`src/rtl/idx_port_pkg.sv`:
```
// Package: shared types for the indirect memory access port.
// Assumes: one host access target is decoded per cycle.
package idx_port_pkg;
    typedef enum logic [1:0] {
        TGT_NONE = 2'd0,
        TGT_LO   = 2'd1,
        TGT_HI   = 2'd2,
        TGT_DP   = 2'd3
    } tgt_e;
endpackage

```
`src/rtl/idx_port_decode.sv`:
```
// Module: decodes a host request into its target register or data port.
// Assumes: the data ports fill the upper half of the host address space.
module idx_port_decode
    import idx_port_pkg::*;
#(
    parameter int HA_W = 3
) (
    input  logic            host_req,
    input  logic [HA_W-1:0] host_addr,
    output tgt_e            tgt
);
    // Pick the addressed target; reserved addresses map to none.
    always_comb begin
        if (!host_req)
            tgt = TGT_NONE;
        else if (host_addr[HA_W-1])
            tgt = TGT_DP;
        else if (host_addr == HA_W'(0))
            tgt = TGT_LO;
        else if (host_addr == HA_W'(1))
            tgt = TGT_HI;
        else
            tgt = TGT_NONE;
    end
endmodule

```
`src/rtl/idx_port_addr_ctr.sv`:
```
// Module: split local address counter, written bytewise and stepped by one.
// Assumes: no reset on purpose; the contents survive every reset.
// A byte write takes precedence over a step in the same cycle.
module idx_port_addr_ctr #(
    parameter int ADDR_W = 15,
    parameter int DATA_W = 8
) (
    input  logic              clk,
    input  logic              wr_lo,
    input  logic              wr_hi,
    input  logic [DATA_W-1:0] wdata,
    input  logic              step,
    output logic [ADDR_W-1:0] addr_q
);
    localparam int HI_W = ADDR_W - DATA_W;

    logic [DATA_W-1:0] lo_q;
    logic [HI_W-1:0]   hi_q;
    logic              lo_carry;

    // Carry out of the low byte when it is about to roll over.
    assign lo_carry = &lo_q;

    // Low byte: host write, else step.
    always_ff @(posedge clk) begin
        if (wr_lo)
            lo_q <= wdata;
        else if (step)
            lo_q <= lo_q + 1'b1;
    end

    // High bits: host write, else advance on low-byte carry.
    always_ff @(posedge clk) begin
        if (wr_hi)
            hi_q <= wdata[HI_W-1:0];
        else if (step && lo_carry)
            hi_q <= hi_q + 1'b1;
    end

    assign addr_q = {hi_q, lo_q};
endmodule

```
`src/rtl/idx_port_pwr.sv`:
```
// Module: power-down request/acknowledge bit handling.
// Assumes: the controller holds pd_status while powered down and
// pulses or holds pd_irq_ack to clear the request.
module idx_port_pwr (
    input  logic clk,
    input  logic rst_n,
    input  logic isa_mode,
    input  logic wr_hi,
    input  logic wr_bit,
    input  logic pd_status,
    input  logic pd_irq_ack,
    output logic pd_irq,
    output logic pd_wake,
    output logic rd_bit
);
    logic set_req;
    logic exit_req;

    // Qualified host actions on the control bit.
    assign set_req  = wr_hi && isa_mode && wr_bit;
    assign exit_req = wr_hi && isa_mode && !wr_bit && pd_status;

    // Interrupt level: set by request, held until acknowledged.
    always_ff @(posedge clk) begin
        if (!rst_n)
            pd_irq <= 1'b0;
        else if (set_req)
            pd_irq <= 1'b1;
        else if (pd_irq_ack)
            pd_irq <= 1'b0;
    end

    // Wake request: single-cycle pulse.
    always_ff @(posedge clk) begin
        if (!rst_n)
            pd_wake <= 1'b0;
        else
            pd_wake <= exit_req;
    end

    // Read-back of the control bit.
    assign rd_bit = isa_mode && pd_status;
endmodule

```
`src/rtl/idx_mem_port.sv`:
```
// Module: top of the indirect memory access port. It decodes host
// accesses, drives the local memory strobes, merges the bank bits and
// returns read data.
// Assumes: ADDR_W = 2*DATA_W-1, so the upper register is one control
// bit above the high address bits; NUM_DP is a power of two.
module idx_mem_port
    import idx_port_pkg::*;
#(
    parameter int ADDR_W = 15,
    parameter int DATA_W = 8,
    parameter int BANK_W = 2,
    parameter int NUM_DP = 4,
    localparam int HA_W  = $clog2(2 * NUM_DP),
    localparam int MA_W  = ADDR_W + BANK_W
) (
    input  logic              clk,
    input  logic              rst_n,
    input  logic              host_req,
    input  logic              host_we,
    input  logic [HA_W-1:0]   host_addr,
    input  logic [DATA_W-1:0] host_wdata,
    output logic [DATA_W-1:0] host_rdata,
    output logic              host_done,
    input  logic [BANK_W-1:0] bank_sel,
    input  logic              isa_mode,
    output logic [MA_W-1:0]   mem_addr,
    output logic              mem_rd,
    output logic              mem_wr,
    output logic [DATA_W-1:0] mem_wdata,
    input  logic [DATA_W-1:0] mem_rdata,
    input  logic              mem_ready,
    input  logic              pd_status,
    input  logic              pd_irq_ack,
    output logic              pd_irq,
    output logic              pd_wake
);
    tgt_e              tgt;
    logic              addr_wr;
    logic              wr_lo;
    logic              wr_hi;
    logic              step;
    logic              pd_rd_bit;
    logic [ADDR_W-1:0] addr_q;

    idx_port_decode #(.HA_W(HA_W)) u_dec (
        .host_req  (host_req),
        .host_addr (host_addr),
        .tgt       (tgt)
    );

    // Register writes and completed data-port accesses.
    assign wr_lo   = host_we && (tgt == TGT_LO);
    assign wr_hi   = host_we && (tgt == TGT_HI);
    assign addr_wr = wr_lo || wr_hi;
    assign step    = (tgt == TGT_DP) && mem_ready;

    idx_port_addr_ctr #(.ADDR_W(ADDR_W), .DATA_W(DATA_W)) u_ctr (
        .clk    (clk),
        .wr_lo  (wr_lo),
        .wr_hi  (wr_hi),
        .wdata  (host_wdata),
        .step   (step),
        .addr_q (addr_q)
    );

    idx_port_pwr u_pwr (
        .clk        (clk),
        .rst_n      (rst_n),
        .isa_mode   (isa_mode),
        .wr_hi      (wr_hi),
        .wr_bit     (host_wdata[DATA_W-1]),
        .pd_status  (pd_status),
        .pd_irq_ack (pd_irq_ack),
        .pd_irq     (pd_irq),
        .pd_wake    (pd_wake),
        .rd_bit     (pd_rd_bit)
    );

    // Local memory cycle: strobes, merged address and write data.
    assign mem_rd    = (tgt == TGT_DP) && !host_we;
    assign mem_wr    = (tgt == TGT_DP) && host_we;
    assign mem_addr  = {bank_sel, addr_q};
    assign mem_wdata = host_wdata;

    // Host read mux.
    always_comb begin
        case (tgt)
            TGT_LO:  host_rdata = addr_q[DATA_W-1:0];
            TGT_HI:  host_rdata = {pd_rd_bit, addr_q[ADDR_W-1:DATA_W]};
            TGT_DP:  host_rdata = mem_rdata;
            default: host_rdata = '0;
        endcase
    end

    // Completion: registers at once, data ports on memory ready.
    assign host_done = (tgt == TGT_DP) ? mem_ready : host_req;
endmodule

```
`config.mk`:
```
export PLATFORM = sky130hd
export DESIGN_NAME = idx_mem_port
export DESIGN_NICKNAME = d
export VERILOG_FILES = /design/src/rtl/idx_port_pkg.sv /design/src/rtl/idx_port_decode.sv /design/src/rtl/idx_port_addr_ctr.sv /design/src/rtl/idx_port_pwr.sv /design/src/rtl/idx_mem_port.sv
export SDC_FILE = /design/constraint.sdc
export NUM_CORES = 1
export LEC_CHECK = 0
export BUFFER_PORTS_ARGS = -buffer_cell sky130_fd_sc_hd__clkbuf_2
export CAP_MARGIN = 20
export CORE_MARGIN = 3
export CORE_UTILIZATION = 43
export CTS_BUF_LIST = sky130_fd_sc_hd__clkbuf_4 sky130_fd_sc_hd__clkbuf_8
export DETAILED_ROUTE_END_ITERATION = 16
export PLACE_DENSITY_LB_ADDON = 0.3
export SLEW_MARGIN = 25
export SYNTH_ARGS = -nofsm -noshare
export SYNTH_HDL_FRONTEND = slang
export SYNTH_HIERARCHICAL = 1
export SYNTH_SLANG_ARGS = --single-unit
```
`constraint.sdc`:
```
create_clock -name clk -period 2.7 [get_ports clk]
set_clock_uncertainty 0.2 [all_clocks]
set_input_delay 0.27 -clock clk [delete_from_list [all_inputs] [get_ports clk]]
set_output_delay 0.27 -clock clk [all_outputs]
set_load 0.05 [all_outputs]
```
==> impl_results.md <==
* Routed Antenna Nets at 0
* Avg WL per Cell at 15.4 µm
* Commonest cells post-synth: 18 x nand2_1, 15 x edfxtp_1, 11 x buf_4
* CTS Hold Bufs at 0
* Worst skew pair latency at 0.29 ns
* Worst R2R Path Depth at 4
* Crit-path max FO at 8
* Pre-Repair DR Iteration Count at 4
* Worst-path clk slew at 0.10 ns
* Routed via count at 1192
* GRT overflow at 0
* FP Rows at 19
* H-tree depth at 1
* IO Count at 67
* Syn Nets at 161
* Hold EP: u_pwr/pd_irq$_SDFFE_PN0P_
* Total wire length at 3320 µm
* TritonCTS clock tree: built
* Post-Syn Area at 1290 µm²
* Maxcap violations at 0
* Yosys warns at 6
* Area share of the largest cell type after synthesis at 0.350
* Post-synthesis sequential area ratio at 0.381
* Busiest layer in global routing: met2
* Share of layout cells above drive strength 1 at 0.432
* TritonCTS Sinks at 17
* Gr usage total at 0.188
* Design Power at 0.703 mW
* Fin crit period at 2.22 ns
* Dominant synthesized flop cell: edfxtp_1
* Synth area leaders: edfxtp_1 35%, mux2_4 7.0%, buf_4 6.4%
* Status: complete, no violations
* Most numerous cell in the Yosys netlist: nand2_1
* Die Y at 60.7 µm
* Synth area leader: edfxtp_1
* Die ar. at 3690 µm²
* Synth async-reset ratio at 0
* Total Neg Setup Slack at 0 ns
* Core Region at 2810 µm²
* Min-Delay Path Class: input port to flip-flop
* Met3 Usage GRT at 0.0511
* Clock Tree Root: clkbuf_4
* P per Cell Area at 443 nW/µm²
* Synth unique cells at 36
* GR Layer Usage met2 at 0.313
* Setup slack, reg-to-reg at 0.85 ns
* CTS buffer count at 3
* Syn Inst Count at 130
* Initial antenna violation count at 0
* Met1 Track Usage GR at 0.224
* EDFF count, synth at 15
* Final worst-path cycle share at 0.824
* Initial Utilization at 0.459
* Peak VDD IR at 0.314 mV
* Largest net degree at the start of global routing at 13
* Port bufs at 62
* Leakage at 0.739 nW
* Synthesis-to-layout area growth at 23.2%
* Initial DRC Count at 58
* Post-DP HPWL at 2690 µm
* CP arrival at 1.75 ns
* Setup violators final at 0
* Max Clk Rate at 449 MHz
* # DRC at 0
* Critical R2R Launch: u_ctr/lo_q[0]$_DFFE_PP_
* RR Endpoint: u_ctr/hi_q[0]$_DFFE_PP_
* CP Class: input port to output pin
* Vias in the first global route at 1085
* Gpl congestion at 0.787
* Drt via density at 5.52
* CP endpoint kind: output pin
* Final hold vios at 0
* Syn_area_per_cell at 9.90 µm²
* Post-CTS sizing at 0
* Final slew viol count at 0
* Clock Path Buffers at 2
* Worst endpoint required time at 2.23 ns
* Worst setup SP type: input port
* Hold path cells at 3
* Total setup buffers inserted after CTS at 0
* HP Start: isa_mode
* N_diodes at 0
* Tightest Pin Transition at 0.349 ns
* RSZ-0062 raised after global routing: no
* Global-route wire length before repair at 5000 µm
* Number of synthesized register bits at 17
* Die W at 60.7 µm
* Max-Slew Margin vs Limit at 0.767
* Nets at 217
kinds of logic (layout without fill, tap and decap cells):
kind of cell               count (synthesis)  in the layout  synth area share
buffers and inverters                     17             72            0.0943
AOI/OAI and AO/OA                         24             24             0.128
adders and majority gates                  2              2            0.0194
DFF                                       17             17             0.381
and+or+nand+nor                           53             53             0.224
xor gates and xnor gates                   6              6            0.0408
muxes                                     11             11             0.113
power breakdown:
part	leakage (nW)	switching, mW	total, mW	internal [mW]
logic	0.567	0.162	0.239	0.0768
registers	0.154	0.0141	0.315	0.300
clock network	0.0184	0.0814	0.149	0.0676
per-stage QoR:
stage	area (µm²)	std cells	hold WS, ns	utilization	setup WS (ns)
after floorplan	1290	130	0.202	-	0.519
after global placement	1560	212	0.253	0.555	0.520
after detailed placement	1560	212	0.280	0.555	0.487
after CTS	1590	216	0.0187	0.566	0.479
after global routing	1590	216	0.00328	0.566	0.397
final	1590	216	0.0194	0.566	0.475
worst max-delay path by stage:
stage | startpoint | endpoint | slack, ns | cells past startpoint
global route | host_addr[1] | host_rdata[3] | 0.40 | 7
CTS | host_addr[1] | host_rdata[3] | 0.48 | 7
global placement | host_addr[1] | host_rdata[3] | 0.52 | 7
detailed placement | host_addr[1] | host_rdata[3] | 0.49 | 7
floorplan | host_addr[0] | u_ctr/hi_q[0]$_DFFE_PP_ | 0.52 | 6
finish | host_addr[1] | host_rdata[3] | 0.48 | 7
cell usage in the layout (no fill, tap or decap):
cell,n
clkbuf_4,4
and2_4,1
nand3_1,9
o21ai_1,8
a41o_1,1
nand2b_1,1
and3b_1,1
nand3_2,1
dfxtp_1,2
mux2_4,6
buf_4,5
o21a_1,2
mux2i_1,1
nor2_1,3
o21ai_0,3
o211ai_1,1
xor2_1,4
or4_1,5
clkbuf_2,62
mux2_2,1
and2_1,1
nand3b_1,1
and3_1,2
nand2_1,18
and4b_1,1
nor2b_1,6
or2_1,1
xnor2_1,2
a22o_1,8
inv_1,1
ha_1,2
edfxtp_1,15
mux2_1,3
nand4_1,2
a21o_1,1
critical path, stage by stage:
cell	delay, ns
clkbuf_2	0.09
nor2_1	0.09
o21a_1	0.27
buf_4	0.23
mux2_1	0.34
a22o_1	0.23
clkbuf_2	0.23
flip-flops by register name, indices dropped and copies added (netlist names):
| name | flops |
|---|---|
| u_ctr/lo_q | 8 |
| u_ctr/hi_q | 7 |
| u_pwr/pd_irq | 1 |
| u_pwr/pd_wake | 1 |
area by class of cell:
cell class                 instances  area (µm²)
clock buffer                       4        30.0
tap                               31        38.8
sequential                        17         490
inverter                           1        3.75
multi-input combinational         96         676
fill                             272        1220
timing repair buffer              67         348
routing by layer:
metal,part of all wire,wire (µm)
met1,0.42,1380
met4,0.018,59
met3,0.081,267
met5,0,0
met2,0.49,1610
Power figures use the tool's default switching activity.
